$ cat config.mk
export PLATFORM = sky130hd
export DESIGN_NAME = sclk_phase_gen
export DESIGN_NICKNAME = d
export VERILOG_FILES = /design/src/rtl/scg_pkg.sv /design/src/rtl/scg_count_regs.sv /design/src/rtl/scg_phase_fsm.sv /design/src/rtl/scg_edge_out.sv /design/src/rtl/sclk_phase_gen.sv
export SDC_FILE = /design/constraint.sdc
export NUM_CORES = 1
export LEC_CHECK = 0
export BUFFER_PORTS_ARGS = -buffer_cell sky130_fd_sc_hd__buf_2
export CAP_MARGIN = 10
export CORE_ASPECT_RATIO = 1.75
export CORE_UTILIZATION = 35
export CTS_CLUSTER_SIZE = 8
export DETAILED_ROUTE_END_ITERATION = 6
export SLEW_MARGIN = 10
export SYNTH_ARGS = -nofsm -noshare
export SYNTH_HDL_FRONTEND = slang
export SYNTH_SLANG_ARGS = --single-unit
$ cat constraint.sdc
create_clock -name clk -period 4.6 [get_ports clk]
set_input_delay 0.92 -clock clk [delete_from_list [all_inputs] [get_ports clk]]
set_output_delay 0.92 -clock clk [all_outputs]
set_load 0.02 [all_outputs]
$ cat src/rtl/scg_pkg.sv
package scg_pkg;
  typedef enum logic [1:0] {
    PH_IDLE = 2'd0,
    PH_LOW  = 2'd1,
    PH_HIGH = 2'd2
  } phase_e;

  localparam logic SEL_LOW  = 1'b0;
  localparam logic SEL_HIGH = 1'b1;
endpackage

$ cat src/rtl/scg_count_regs.sv
module scg_count_regs #(
  parameter int          DIV_W   = 8,
  parameter logic [DIV_W-1:0] RST_VAL = 8'hB9
) (
  input  logic             clk,
  input  logic             rst_n,
  input  logic             wr,
  input  logic             sel,
  input  logic [DIV_W-1:0] data,
  output logic [DIV_W-1:0] lo_cnt,
  output logic [DIV_W-1:0] hi_cnt
);
  import scg_pkg::*;

  // soft reset is deliberately not an input: counts survive it
  always_ff @(posedge clk or negedge rst_n) begin
    if (!rst_n) begin
      lo_cnt <= RST_VAL;
      hi_cnt <= RST_VAL;
    end else if (wr) begin
      if (sel == SEL_LOW) lo_cnt <= data;
      else                hi_cnt <= data;
    end
  end
endmodule

$ cat src/rtl/scg_phase_fsm.sv
module scg_phase_fsm #(
  parameter int DIV_W = 8
) (
  input  logic             clk,
  input  logic             rst_n,
  input  logic             run,
  input  logic [DIV_W-1:0] lo_cnt,
  input  logic [DIV_W-1:0] hi_cnt,
  output logic             level_nxt
);
  import scg_pkg::*;

  localparam logic [DIV_W-1:0] ONE = DIV_W'(1);

  phase_e           phase_q, phase_d;
  logic [DIV_W-1:0] left_q, left_d;
  logic [DIV_W-1:0] lo_term, hi_term;

  // a zero count is stretched to one cycle; remaining = count - 1
  always_comb begin
    lo_term = (lo_cnt == '0) ? '0 : lo_cnt - ONE;
    hi_term = (hi_cnt == '0) ? '0 : hi_cnt - ONE;
  end

  always_comb begin
    phase_d = phase_q;
    left_d  = left_q;
    if (!run) begin
      phase_d = PH_IDLE;
      left_d  = '0;
    end else begin
      unique case (phase_q)
        PH_IDLE: begin
          phase_d = PH_LOW;
          left_d  = lo_term;
        end
        PH_LOW: begin
          if (left_q == '0) begin
            phase_d = PH_HIGH;
            left_d  = hi_term;
          end else begin
            left_d = left_q - ONE;
          end
        end
        PH_HIGH: begin
          if (left_q == '0) begin
            phase_d = PH_LOW;
            left_d  = lo_term;
          end else begin
            left_d = left_q - ONE;
          end
        end
        default: begin
          phase_d = PH_IDLE;
          left_d  = '0;
        end
      endcase
    end
  end

  always_ff @(posedge clk or negedge rst_n) begin
    if (!rst_n) begin
      phase_q <= PH_IDLE;
      left_q  <= '0;
    end else begin
      phase_q <= phase_d;
      left_q  <= left_d;
    end
  end

  assign level_nxt = (phase_d != PH_LOW);
endmodule

$ cat src/rtl/scg_edge_out.sv
module scg_edge_out (
  input  logic clk,
  input  logic rst_n,
  input  logic level_nxt,
  output logic scl,
  output logic rise_stb,
  output logic fall_stb
);
  always_ff @(posedge clk or negedge rst_n) begin
    if (!rst_n) begin
      scl      <= 1'b1;
      rise_stb <= 1'b0;
      fall_stb <= 1'b0;
    end else begin
      scl      <= level_nxt;
      rise_stb <= level_nxt & ~scl;
      fall_stb <= ~level_nxt & scl;
    end
  end
endmodule

$ cat src/rtl/sclk_phase_gen.sv
module sclk_phase_gen #(
  parameter int               DIV_W   = 8,
  parameter logic [DIV_W-1:0] RST_VAL = 8'hB9
) (
  input  logic             clk,
  input  logic             rst_n,
  input  logic             enable,
  input  logic             soft_rst,
  input  logic             cfg_wr,
  input  logic             cfg_sel,
  input  logic [DIV_W-1:0] cfg_data,
  output logic             scl,
  output logic             rise_stb,
  output logic             fall_stb
);
  logic [DIV_W-1:0] lo_cnt, hi_cnt;
  logic             run;
  logic             level_nxt;

  assign run = enable & ~soft_rst;

  scg_count_regs #(.DIV_W(DIV_W), .RST_VAL(RST_VAL)) u_regs (
    .clk(clk), .rst_n(rst_n), .wr(cfg_wr), .sel(cfg_sel), .data(cfg_data),
    .lo_cnt(lo_cnt), .hi_cnt(hi_cnt)
  );

  scg_phase_fsm #(.DIV_W(DIV_W)) u_fsm (
    .clk(clk), .rst_n(rst_n), .run(run), .lo_cnt(lo_cnt), .hi_cnt(hi_cnt),
    .level_nxt(level_nxt)
  );

  scg_edge_out u_out (
    .clk(clk), .rst_n(rst_n), .level_nxt(level_nxt),
    .scl(scl), .rise_stb(rise_stb), .fall_stb(fall_stb)
  );
endmodule

# Word-level counts from Yosys, hierarchy flattened
# Index checks and enable logic that the tools add are counted.
# classes
n_addsub	3
n_eq_ne	3
muxes	10
bitwise_logic	7
n_reduce_logical	6
# op_table
op	count
$mux 8	5
$logic_not 8->1	3
$pmux 8 s3	1
$sub 8x1->8 const B	3
$mux 2	3
$pmux 2 s3	1
$not 1->1	4
$reduce_and 2->1	2
$and 1x1->1	3
$eq 2x1->1 const B	1
$eq 2x2->1 const B	1
$logic_not 2->1	1
$ne 2x1->1 const B	1
# totals
reg_bits	29
input_bits	14
out_inout_bits	3
word_cells	36

# Logic depth before layout (Yosys ltp)
# Gate-level depths: netlist of the first run.
# logic_depth
ltp_word	7
depth_mapped	7

# Hierarchy
# Synthesis of the first run repeated with hierarchy kept, for this count alone.
# hier_totals
cells_unflattened	175
hier_area_um2	1839.3
# by_module_without_submodules
mod	n_inst	cells_each	area_per_inst_um2	seq_area_each_um2
scg_phase_fsm	1	134	1079.8	250.2
scg_count_regs	1	35	654.4	412.9
scg_edge_out	1	5	91.3	76.3
sclk_phase_gen	1	1	13.8	0.0

# Worst setup path after synthesis of the first run
# OpenSTA, ideal clock, no wires.
# synth_timing
path_kind	input to register
start	input port soft_rst
end	register u_fsm.left_q[6]
setup_time_ps	64
t_arrival_ps	1818
required_time_ps	4536
path_slack_ps	2718
path_stages	5
n_path_buf	0
path_cell_list	nand2b_1 -> a21oi_1 -> inv_1 -> a211oi_1 -> or3_1
# synth_between
elab_chain_len	3
# synth_rtl
element	line	rtl
start, declared	sclk_phase_gen.sv:8	input logic soft_rst,
$not 1->1	sclk_phase_gen.sv:20	assign run = enable & ~soft_rst;
$and 1x1->1	sclk_phase_gen.sv:20	
$mux 8	scg_phase_fsm.sv:28	if (!run) begin
net u_fsm.left_d[6]	scg_phase_fsm.sv:16	logic [DIV_W-1:0] left_q, left_d;
end signal, assigned	scg_phase_fsm.sv:67	left_q <= left_d;
end, declared	scg_phase_fsm.sv:16	
# The timed path passes the listed nets, and every way through them passes these cells.
# A chain may end at the register's enable or synchronous reset.

# Final worst setup path of the first run
# layout_timing
start	register u_fsm.left_q[0]
end	register u_fsm.left_q[5]
# layout_between
elab_chain_len	4
# layout_rtl
element	line	rtl
$sub 8x1->8 / $logic_not 8->1 (equally long branches)	--	
$mux 8 (on tied branches)	scg_phase_fsm.sv:46, scg_phase_fsm.sv:38	
$pmux 8 s3 *	scg_phase_fsm.sv:32	unique case (phase_q)
$mux 8 *	scg_phase_fsm.sv:28	
net u_fsm.left_d[5]	scg_phase_fsm.sv:16	
# Mark *: on every way through the listed nets, which the timed path passes. The rest lies on a longest branch.

==> key figures, run 1 <==
Status
  • Outcome: finished clean

Detailed routing
  • Post-DRT Antenna Nets: 0
  • DRC Markers: 0
  • Vias per std cell: 5.24
  • First-pass detailed-route iteration total: 4
  • WL per Instance: 14.0 µm
  • Routed via count: 1,236
  • Initial DRC count: 28
  • Routed Wire Length: 3.31 mm

Run
  • Max-cap violations: 0

GRT
  • First-pass GRT wire length: 5.73 mm
  • Largest net degree at the start of global routing: 30
  • Initial antenna violation count: 0
  • Global route total overflow: 0
  • Vias in the first global route: 1,315
  • GRT Overall Usage: 0.158

STA
  • Final Max Tran Viols: 0
  • Fin crit period: 1.98 ns
  • Max Clock Freq: 504 MHz
  • Final setup violation count: 0
  • Final Hold Fails: 0
  • Worst Max-Slew Pin Slew: 0.743 ns
  • Worst Skew: 0.00150 ns
  • TNS Setup: 0 ns
  • RSZ-0062 raised after global routing: no
  • Rel. slew slack: 0.503
  • Fin crit share: 0.431

Clocking
  • Clock sinks: 29
  • CTS Hold Buffers Added: 0
  • Maximum buffer depth of the clock tree: 2
  • CTS H-Tree Depth: 2
  • Post_cts resized: 0
  • Root Buffer Master: clkbuf_8
  • CTS tree: yes
  • Clk slew on worst S/H paths: 0.06 ns
  • Post-CTS Repair Setup Buffers: 0
  • TritonCTS Buffers: 5
  • Clock latency on the worst-skew pair: 0.28 ns

Layout
  • Share of cells above drive strength 1: 0.286
  • Final net count: 204
  • Area growth, synth to finish: 15.2%
  • Fillcell total: 459
  • Post-Layout Cell Count: 236
  • Antenna Cells: 0

Placement
  • PortBufs: 16
  • RePlAce Congestion: 0.857
  • Placed Instances: 228
  • Final HPWL DP: 2.63 mm

Floorplanning
  • I/O pin cnt: 17
  • Core region area: 4480 µm²
  • Initial Util: 0.371
  • Die span in y: 93.2 µm
  • Die width: 54.1 µm
  • Site row count: 32
  • Die area: 5040 µm²

Critical path
  • Crit. End Element: flop
  • Data required, critical path: 4.81 ns
  • Critical path buffers and inverters: 1
  • Critical Path Source Type: flop
  • CP Class: reg -> reg
  • Critical Path Fanout Max: 6
  • CP Cell Sequence: inv_1 -> ha_1 -> nor3b_2 -> nand2_1 -> a2111o_1 -> o22ai_1 -> o21a_1
  • Slowest stage cell, crit path: a2111o_1
  • Largest stage delay on the critical path: 0.51 ns
  • CP arrival: 2.20 ns
  • Top delay family on crit path: compound AO/OA/AOI/OAI gates

Yosys
  • Unique cell type count in the Yosys netlist: 37
  • Most common cell in the synthesized netlist: dfrtp_1
  • Cell taking the most area after synthesis: dfrtp_1
  • EDFF count, synth: 0
  • Post-synthesis cell area: 1660 µm²
  • Synth Register Bits: 29
  • Synth Area per Inst: 10.2 µm²
  • Synth Warn #: 0
  • Commonest cells post-synth: dfrtp_1, nor2_1, mux2_2
  • Synth Instances: 163
  • Post-synthesis sequential area ratio: 0.445
  • Largest cells by area after synthesis: dfrtp_1, dfstp_2, mux2_2
  • Ys flop type: dfrtp_1
  • Post-synthesis async set-or-reset flop share: 1.00
  • Post-synth top area share: 0.271
  • Mapped Nets: 183

Worst hold path
  • Hold Crit Class: reg -> reg

Power and ir drop
  • P per Cell Area: 414 nW/µm²
  • Worst VDD drop: 0.224 mV
  • Reported leakage power: 0.000826 µW
## power breakdown
part	total [µW]	switching [µW]	leakage (µW)	internal [µW]
registers	335	38.5	0.000349	297
clock network	268	92.2	0.0000585	176
logic	190	97.7	0.000419	92.3
total	794	228	0.000826	565
## sequential cells by signal, summed over array words and instances (netlist names)
register,count
u_out.rise_stb,1
u_fsm.phase_q,2
u_regs.lo_cnt,8
u_out.fall_stb,1
u_out.scl,1
u_fsm.left_q,8
u_regs.hi_cnt,8
## path summary, 6_finish.rpt
kind                                  from                to  slack, ns  cells past startpoint
setup / recovery           u_fsm.left_q[0]   u_fsm.left_q[5]       2.62                      7
hold / removal                   u_out.scl    u_out.rise_stb       0.50                      1
setup reg to reg           u_fsm.left_q[0]   u_fsm.left_q[5]       2.62                      7
hold reg to reg                  u_out.scl    u_out.rise_stb       0.50                      1
max in group asynchronous            rst_n   u_fsm.left_q[7]       3.52                      1
min in group asynchronous            rst_n  u_regs.hi_cnt[6]       0.66                      1
## stage by stage
stage	setup slack [ns]	utilization	hold WS (ns)	area, µm²	total power (µW)
after floorplan	2.72	-	0.511	1660	479
after global placement	2.46	0.401	0.483	1800	530
after detailed placement	2.40	0.401	0.485	1800	531
after CTS	2.58	0.427	0.499	1920	803
after global routing	2.38	0.427	0.530	1920	841
final	2.62	0.427	0.496	1920	794
## layout make-up
type	instances	area, µm²	area share
repair buffers	16	80.1	0.0418
flip-flops and latches	29	739	0.386
multi-input cells	120	871	0.455
inverters	12	45.0	0.0235
clock buffers	7	86.3	0.0451
well taps	51	63.8	0.0333
clock inverters	1	30.0	0.0157
## worst reg2reg max path: cells and delay by family, from the launching register on
| kind | cells | cell delay, ns |
|---|---|---|
| flip-flops | 1 | 0.39 |
| AND/OR/NAND/NOR | 2 | 0.48 |
| AO/OA/AOI/OAI | 3 | 0.83 |
| adder cells (fa/ha/maj) | 1 | 0.14 |
| buffers and inverters | 1 | 0.08 |
## routing by layer
layer,wire length [µm],global-route usage,up-vias,share of wire
met5,0,0,-,0
met4,164,0.0940,0,0.050
met3,80,0.0309,14,0.024
met2,1870,0.286,24,0.57
met1,1190,0.153,580,0.36
li1,-,-,618,-
## kinds of logic (layout without fill, tap and decap cells)
family                     Yosys count  after routing  synth area share
adders and majority gates            6              6            0.0451
xor gates and xnor gates            11             11            0.0579
buffers and inverters               14             36            0.0316
and+or+nand+nor                     52             52             0.174
DFF                                 29             29             0.445
AOI/OAI and AO/OA                   34             34             0.135
muxes                               17             17             0.112
## cells in the final DEF, fill, tap and decap left out, types with 2 or more instances in the layout
cell type / instances
nor2b_1: 2
xnor2_1: 8
o21ai_0: 4
o22ai_1: 6
nor2_1: 16
ha_1: 6
or3_1: 2
mux2i_1: 4
buf_2: 16
mux2_2: 13
nor4_1: 3
clkbuf_8: 6
nand2b_1: 3
dfrtp_1: 18
nor3b_1: 3
xor2_1: 3
nand2_1: 12
dfstp_2: 11
inv_1: 12
nor3_1: 4
a21oi_1: 9
o21a_1: 6
No activity file was read; power rests on OpenSTA's default activity.
==> inputs of run 2 (changes only) <==
==> constraint.sdc (replaced) <==
create_clock -name clk -period 1.8 [get_ports clk]
set_input_delay 0.36 -clock clk [delete_from_list [all_inputs] [get_ports clk]]
set_output_delay 0.36 -clock clk [all_outputs]
set_load 0.02 [all_outputs]
==> key figures, run 2 (synthesized netlist as in run 1, its figures left out) <==
Detailed routing
  • DRC Markers: 0 (unchanged)
  • First-pass detailed-route iteration total: 4 (unchanged)
  • Post-DRT Antenna Nets: 0 (unchanged)
  • WL per Instance: 14.3 µm (+2.2%)
  • Routed via count: 1,363 (+10%)
  • Routed Wire Length: 3.73 mm (+13%)
  • Vias per std cell: 5.24 (about the same)
  • Initial DRC count: 22 (-21%)

Critical path
  • CP Cell Sequence: or4_4 -> nor2_4 -> mux2i_1 -> nor3b_1 -> or3_1
  • RR Endpoint: u_fsm.left_q[6]
  • CP Class: reg -> reg
  • R2r worst-path depth: 5 (-2)
  • Crit. End Element: flop
  • CP arrival: 1.96 ns (-0.24 ns)
  • Slowest stage cell, crit path: or4_4
  • Largest stage delay on the critical path: 0.57 ns (+0.06 ns)
  • Critical path buffers and inverters: 0 (-1)
  • Top delay family on crit path: simple AND/OR/NAND/NOR gates
  • R2r setup slk: -0.003 ns (-2.62 ns)
  • Worst reg2reg path startpoint: u_regs.hi_cnt[3]
  • Critical Path Fanout Max: 3 (-3)
  • Critical Path Source Type: flop
  • Data required, critical path: 1.96 ns (-2.85 ns)

STA
  • RSZ-0062 raised after global routing: yes
  • Final Hold Fails: 0 (unchanged)
  • Rel. slew slack: 0.575 (+0.0718)
  • Max Clock Freq: 555 MHz (+10%)
  • Final Max Tran Viols: 0 (unchanged)
  • Worst Skew: 0.00939 ns (+0.00790 ns)
  • Worst Max-Slew Pin Slew: 0.637 ns (-0.106 ns)
  • Fin crit period: 1.80 ns (-0.182 ns)
  • Fin Hold WS: 0.0984 ns (-0.397 ns)
  • Final setup violation count: 1 (+1)
  • Fin crit share: 1.00 (+0.570)
  • Setup slack after layout: -0.00322 ns (-2.62 ns)

Power and ir drop
  • Reported leakage power: 0.000943 µW (+14%)
  • Power Total: 2110 µW (+170%)
  • P per Cell Area: 979 nW/µm² (+140%)
  • Switching share of power: 0.314 (+0.0260)
  • Power Internal: 1450 µW (+160%)
  • Seq pwr share: 0.398 (-0.025)
  • Switch Pwr: 661 µW (+190%)
  • Clock network power share: 0.260 (-0.078)
  • Logic pwr share: 0.342 (+0.103)
  • Worst VDD drop: 0.574 mV (+160%)

Layout
  • Area growth, synth to finish: 29.3%
  • Share of cells above drive strength 1: 0.431 (+0.144)
  • Most common cell after layout, fill and taps aside: buf_4
  • Final net count: 228 (+12%)
  • Most frequent cells in the layout: buf_4, dfrtp_1, buf_2
  • Largest regs: u_fsm.left_q x8, u_regs.hi_cnt x8, u_regs.lo_cnt x8
  • Fillcell total: 454 (-1.1%)
  • Post-Layout Cell Count: 260 (+10%)
  • Flip-flop and latch area: 739 µm² (unchanged)
  • End-of-flow core utilization: 0.480 (+0.0525)
  • Antenna Cells: 0 (unchanged)
  • Multi-input logic area: 952 µm² (+9.3%)

Clocking
  • Root Buffer Master: clkbuf_8
  • Clock sinks: 29 (unchanged)
  • Clock latency on the worst-skew pair: 0.28 ns (about the same)
  • Maximum buffer depth of the clock tree: 2 (unchanged)
  • Clk slew on worst S/H paths: 0.07 ns (about the same)
  • CTS H-Tree Depth: 2 (unchanged)
  • CTS tree: yes
  • TritonCTS Buffers: 5 (unchanged)

GRT
  • First-pass GRT wire length: 6.15 mm (+7.3%)
  • Global route total overflow: 0 (unchanged)
  • Largest net degree at the start of global routing: 30 (unchanged)
  • Vias in the first global route: 1,385 (+5.3%)
  • GRT Overall Usage: 0.174 (+0.0162)
  • Initial antenna violation count: 0 (unchanged)

Worst hold path
  • Hold Crit Class: in -> async

Floorplanning
  • Initial Util: 0.371 (unchanged)
  • Core region area: 4480 µm² (unchanged)
  • Die width: 54.1 µm (unchanged)
  • I/O pin cnt: 17 (unchanged)
  • Die span in y: 93.2 µm (unchanged)
  • Die area: 5040 µm² (unchanged)
  • Site row count: 32 (unchanged)

Placement
  • Final HPWL DP: 2.88 mm (+9.8%)
  • RePlAce Congestion: 0.845 (-1.4%)
  • DP Worst Slack: -0.0281 ns (-2.43 ns)
  • PortBufs: 16 (unchanged)
  • Placed Instances: 251 (+10%)

Status
  • Failing checks: setup timing
  • Outcome: complete, but fails checks

Run
  • Max-cap violations: 0 (unchanged)
## run 2: cell types whose count changed in the layout (fill, tap and decap cells not counted), moves of 2 or more
cell / change
buf_4: +24
o22ai_1: -4
o22ai_2: +4
nor2_1: -2
## run 2: stage by stage
step                cell area (µm²)  setup TNS (ns)
floorplan                      1660               0
finish                         2150        -0.00322
CTS                            2080               0
detailed placement             1970         -0.0688
global route                   2150         -0.0829
global placement               1970         -0.0343
## run 2: area by class of cell
type	count	share of cell area
Sequential cell	29	0.344
Clock buffer	8	0.0419
Tap cell	51	0.0297
Timing Repair Buffer	40	0.121
Multi-Input combinational cell	120	0.443
Inverter	12	0.0209
## run 2: what timing repair did
action,4_1_cts,5_1_grt
setup endpoints to repair,6,11
gates resized for setup,4,13
hold buffers,0,0
setup buffers,0,1
pin swaps,1,6
## run 2: per-layer routing
layer  routed length, µm  vias up  global-route usage
li1                    -      662                   -
met1                1290      661               0.168
met2                2240       30               0.313
met3                  77       10              0.0309
met4                 124        0               0.115
met5                   0        -                   0
## run 2: worst register-to-register path, delay by kind of cell (launching register included)
kind	cells	cell delay, ns
AND/OR/NAND/NOR	4	1.13
flip-flops	1	0.36
multiplexers	1	0.20
## run 2: worst max path at each step
stage                     start         endpoint  slack, ns  cells after the start
5_1_grt        u_regs.hi_cnt[3]  u_fsm.left_q[6]      -0.07                      5
6_report       u_regs.hi_cnt[3]  u_fsm.left_q[6]     -0.003                      5
2_1_floorplan  u_regs.hi_cnt[4]  u_fsm.left_q[6]       0.07                      5
3_5_place_dp    u_fsm.left_q[0]  u_fsm.left_q[3]      -0.03                      7
4_1_cts         u_fsm.left_q[0]  u_fsm.left_q[6]      0.001                      8
3_3_place_gp   u_regs.hi_cnt[4]  u_fsm.left_q[6]      -0.03                      5
## run 2: power groups by stage
| stage | registers [µW] | clock network [µW] | logic (µW) |
|---|---|---|---|
| 6_report | 839 | 547 | 720 |
| 5_1_grt | 850 | 595 | 792 |
| 4_1_cts | 837 | 573 | 659 |
| 3_5_place_dp | 846 | 0 | 638 |
| 3_3_place_gp | 845 | 0 | 633 |
| 2_1_floorplan | 847 | 0 | 376 |
==> inputs of run 3 (changes only) <==
--- a/config.mk
+++ b/config.mk
@@ -11,6 +11,7 @@
 export CORE_UTILIZATION = 35
 export CTS_CLUSTER_SIZE = 8
 export DETAILED_ROUTE_END_ITERATION = 6
+export PLACE_DENSITY = 0.58
 export SLEW_MARGIN = 10
 export SYNTH_ARGS = -nofsm -noshare
 export SYNTH_HDL_FRONTEND = slang
==> key figures, run 3 (synthesized netlist as in run 1, its figures left out) <==
Status
  • Outcome: finished clean

Run
  • Max-cap violations: 0 (unchanged)

Layout
  • Antenna Cells: 0 (unchanged)
  • Post-Layout Cell Count: 261 (+0.38%)
  • Final net count: 229 (+0.44%)
  • Fillcell total: 450 (-0.88%)
  • Design area: 2130 µm² (-0.76%)
  • Largest regs: u_fsm.left_q x8, u_regs.hi_cnt x8, u_regs.lo_cnt x8
  • Most frequent cells in the layout: buf_4, dfrtp_1, buf_2
  • Share of cells above drive strength 1: 0.414 (-0.0163)
  • Area growth, synth to finish: 28.4%
  • Most common cell after layout, fill and taps aside: buf_4

Critical path
  • R2r setup slk: 0.003 ns (about the same)
  • CP Class: reg -> reg
  • RR Endpoint: u_fsm.left_q[6]
  • CP arrival: 1.95 ns (about the same)
  • R2r worst-path depth: 5 (unchanged)
  • Worst reg2reg path startpoint: u_regs.hi_cnt[5]
  • Critical Path Source Type: flop
  • Crit. End Element: flop
  • Critical Path Fanout Max: 3 (unchanged)
  • Data required, critical path: 1.96 ns (about the same)

Clocking
  • Clock sinks: 29 (unchanged)
  • TritonCTS Buffers: 5 (unchanged)
  • Maximum buffer depth of the clock tree: 2 (unchanged)
  • CTS Hold Buffers Added: 0 (unchanged)
  • Clock latency on the worst-skew pair: 0.28 ns (about the same)
  • Clk slew on worst S/H paths: 0.06 ns (about the same)
  • Root Buffer Master: clkbuf_8
  • CTS tree: yes
  • CTS H-Tree Depth: 2 (unchanged)

Power and ir drop
  • Clock network power share: 0.272 (+0.012)
  • Seq pwr share: 0.403 (+0.005)
  • Logic pwr share: 0.325 (-0.017)
  • Switch Pwr: 642 µW (-2.8%)
  • Switching share of power: 0.303 (-0.0107)
  • Worst VDD drop: 0.658 mV (+15%)
  • Power Total: 2120 µW (+0.67%)
  • P per Cell Area: 993 nW/µm² (+1.4%)
  • Power Internal: 1480 µW (+2.2%)
  • Reported leakage power: 0.000951 µW (+0.88%)

GRT
  • Initial antenna violation count: 0 (unchanged)
  • Global route total overflow: 0 (unchanged)
  • GRT Overall Usage: 0.174 (+0.000267)
  • Largest net degree at the start of global routing: 30 (unchanged)
  • Vias in the first global route: 1,450 (+4.7%)
  • First-pass GRT wire length: 6.26 mm (+1.7%)

Floorplanning
  • I/O pin cnt: 17 (unchanged)
  • Site row count: 32 (unchanged)
  • Initial Util: 0.371 (unchanged)
  • Die width: 54.1 µm (unchanged)
  • Core region area: 4480 µm² (unchanged)
  • Die span in y: 93.2 µm (unchanged)
  • Die area: 5040 µm² (unchanged)

STA
  • Fin crit share: 0.998 (-0.00354)
  • TNS Setup: 0 ns (+0.00322 ns)
  • RSZ-0062 raised after global routing: yes
  • Final Max Tran Viols: 0 (unchanged)
  • Setup slack after layout: 0.00314 ns (+0.00636 ns)
  • Fin crit period: 1.80 ns (-0.00636 ns)
  • Rel. slew slack: 0.572 (-0.00298)
  • Final Hold Fails: 0 (unchanged)
  • Worst Max-Slew Pin Slew: 0.642 ns (+0.00446 ns)
  • Final setup violation count: 0 (-1)
  • Worst Skew: 0.00495 ns (-0.00444 ns)
  • Max Clock Freq: 557 MHz (+0.35%)

Detailed routing
  • WL per Instance: 14.3 µm (-0.54%)
  • First-pass detailed-route iteration total: 4 (unchanged)
  • Routed Wire Length: 3.72 mm (-0.16%)
  • Routed via count: 1,353 (-0.73%)
  • Initial DRC count: 12 (-45%)
  • Post-DRT Antenna Nets: 0 (unchanged)
  • Vias per std cell: 5.18 (-1.1%)
  • DRC Markers: 0 (unchanged)

Placement
  • DP Worst Slack: -0.125 ns (-0.0969 ns)
  • PortBufs: 16 (unchanged)
  • Post-Place Cell Area: 1960 µm² (-0.76%)
  • RePlAce Congestion: 0.851 (+0.78%)
  • Final HPWL DP: 3.00 mm (+4.0%)
  • Placed Instances: 249 (-0.80%)

Worst hold path
  • Hold Crit Class: in -> async
## run 3: through the flow
| step | hold slack, ns | util |
|---|---|---|
| after floorplan | 0.0644 | - |
| after global placement | 0.408 | 0.436 |
| after detailed placement | 0.417 | 0.436 |
| after CTS | 0.119 | 0.470 |
| after global routing | 0.151 | 0.476 |
| final | 0.101 | 0.476 |
## run 3: timing repair
action / 4_1_cts / 5_1_grt
endpoints found under the hold margin: 0 / 0
setup buffers: 3 / 1
pin swaps: 6 / 2
resized for setup: 7 / 4
endpoints found under the setup margin: 8 / 8
## run 3: worst max-delay path, cell delays in order (launching register included)
cell and delay [ns]:
dfstp_2 0.37, or4_4 0.58, nor2_4 0.11, mux2i_1 0.18
nor3b_1 0.06, or3_1 0.38
## run 3: final cells by class
cell class | instances | area, µm² | area share
inverter | 12 | 45.0 | 0.0211
multi-input combinational | 120 | 917 | 0.430
sequential | 29 | 739 | 0.346
clock buffer | 7 | 96.3 | 0.0451
clock inverter | 1 | 5.00 | 0.00234
timing repair buffer | 41 | 268 | 0.125
tap | 51 | 63.8 | 0.0299
## run 3: worst max path at each step
stage / from / end / slack (ns) / depth (start not counted)
floorplan: u_regs.hi_cnt[4] / u_fsm.left_q[6] / 0.07 / 5
global route: u_fsm.left_q[0] / u_fsm.left_q[4] / -0.09 / 7
finish: u_regs.hi_cnt[5] / u_fsm.left_q[6] / 0.003 / 5
CTS: u_regs.hi_cnt[4] / u_fsm.left_q[4] / -0.0003 / 5
global placement: u_fsm.left_q[0] / u_fsm.left_q[1] / -0.09 / 7
detailed placement: u_fsm.left_q[3] / u_fsm.left_q[1] / -0.12 / 5
## run 3: power groups by stage
stage          combinational, µW  sequential [µW]  clock [µW]
2_1_floorplan                376              847           0
3_3_place_gp                 614              850           0
3_5_place_dp                 626              856           0
4_1_cts                      680              849         599
5_1_grt                      760              863         625
6_report                     689              854         578
## run 3: layer usage
layer	track usage	vias up	part of all wire
met1	0.164	658	0.34
li1	-	665	-
met5	0	-	0
met4	0.103	0	0.037
met3	0.0293	10	0.017
met2	0.325	20	0.61
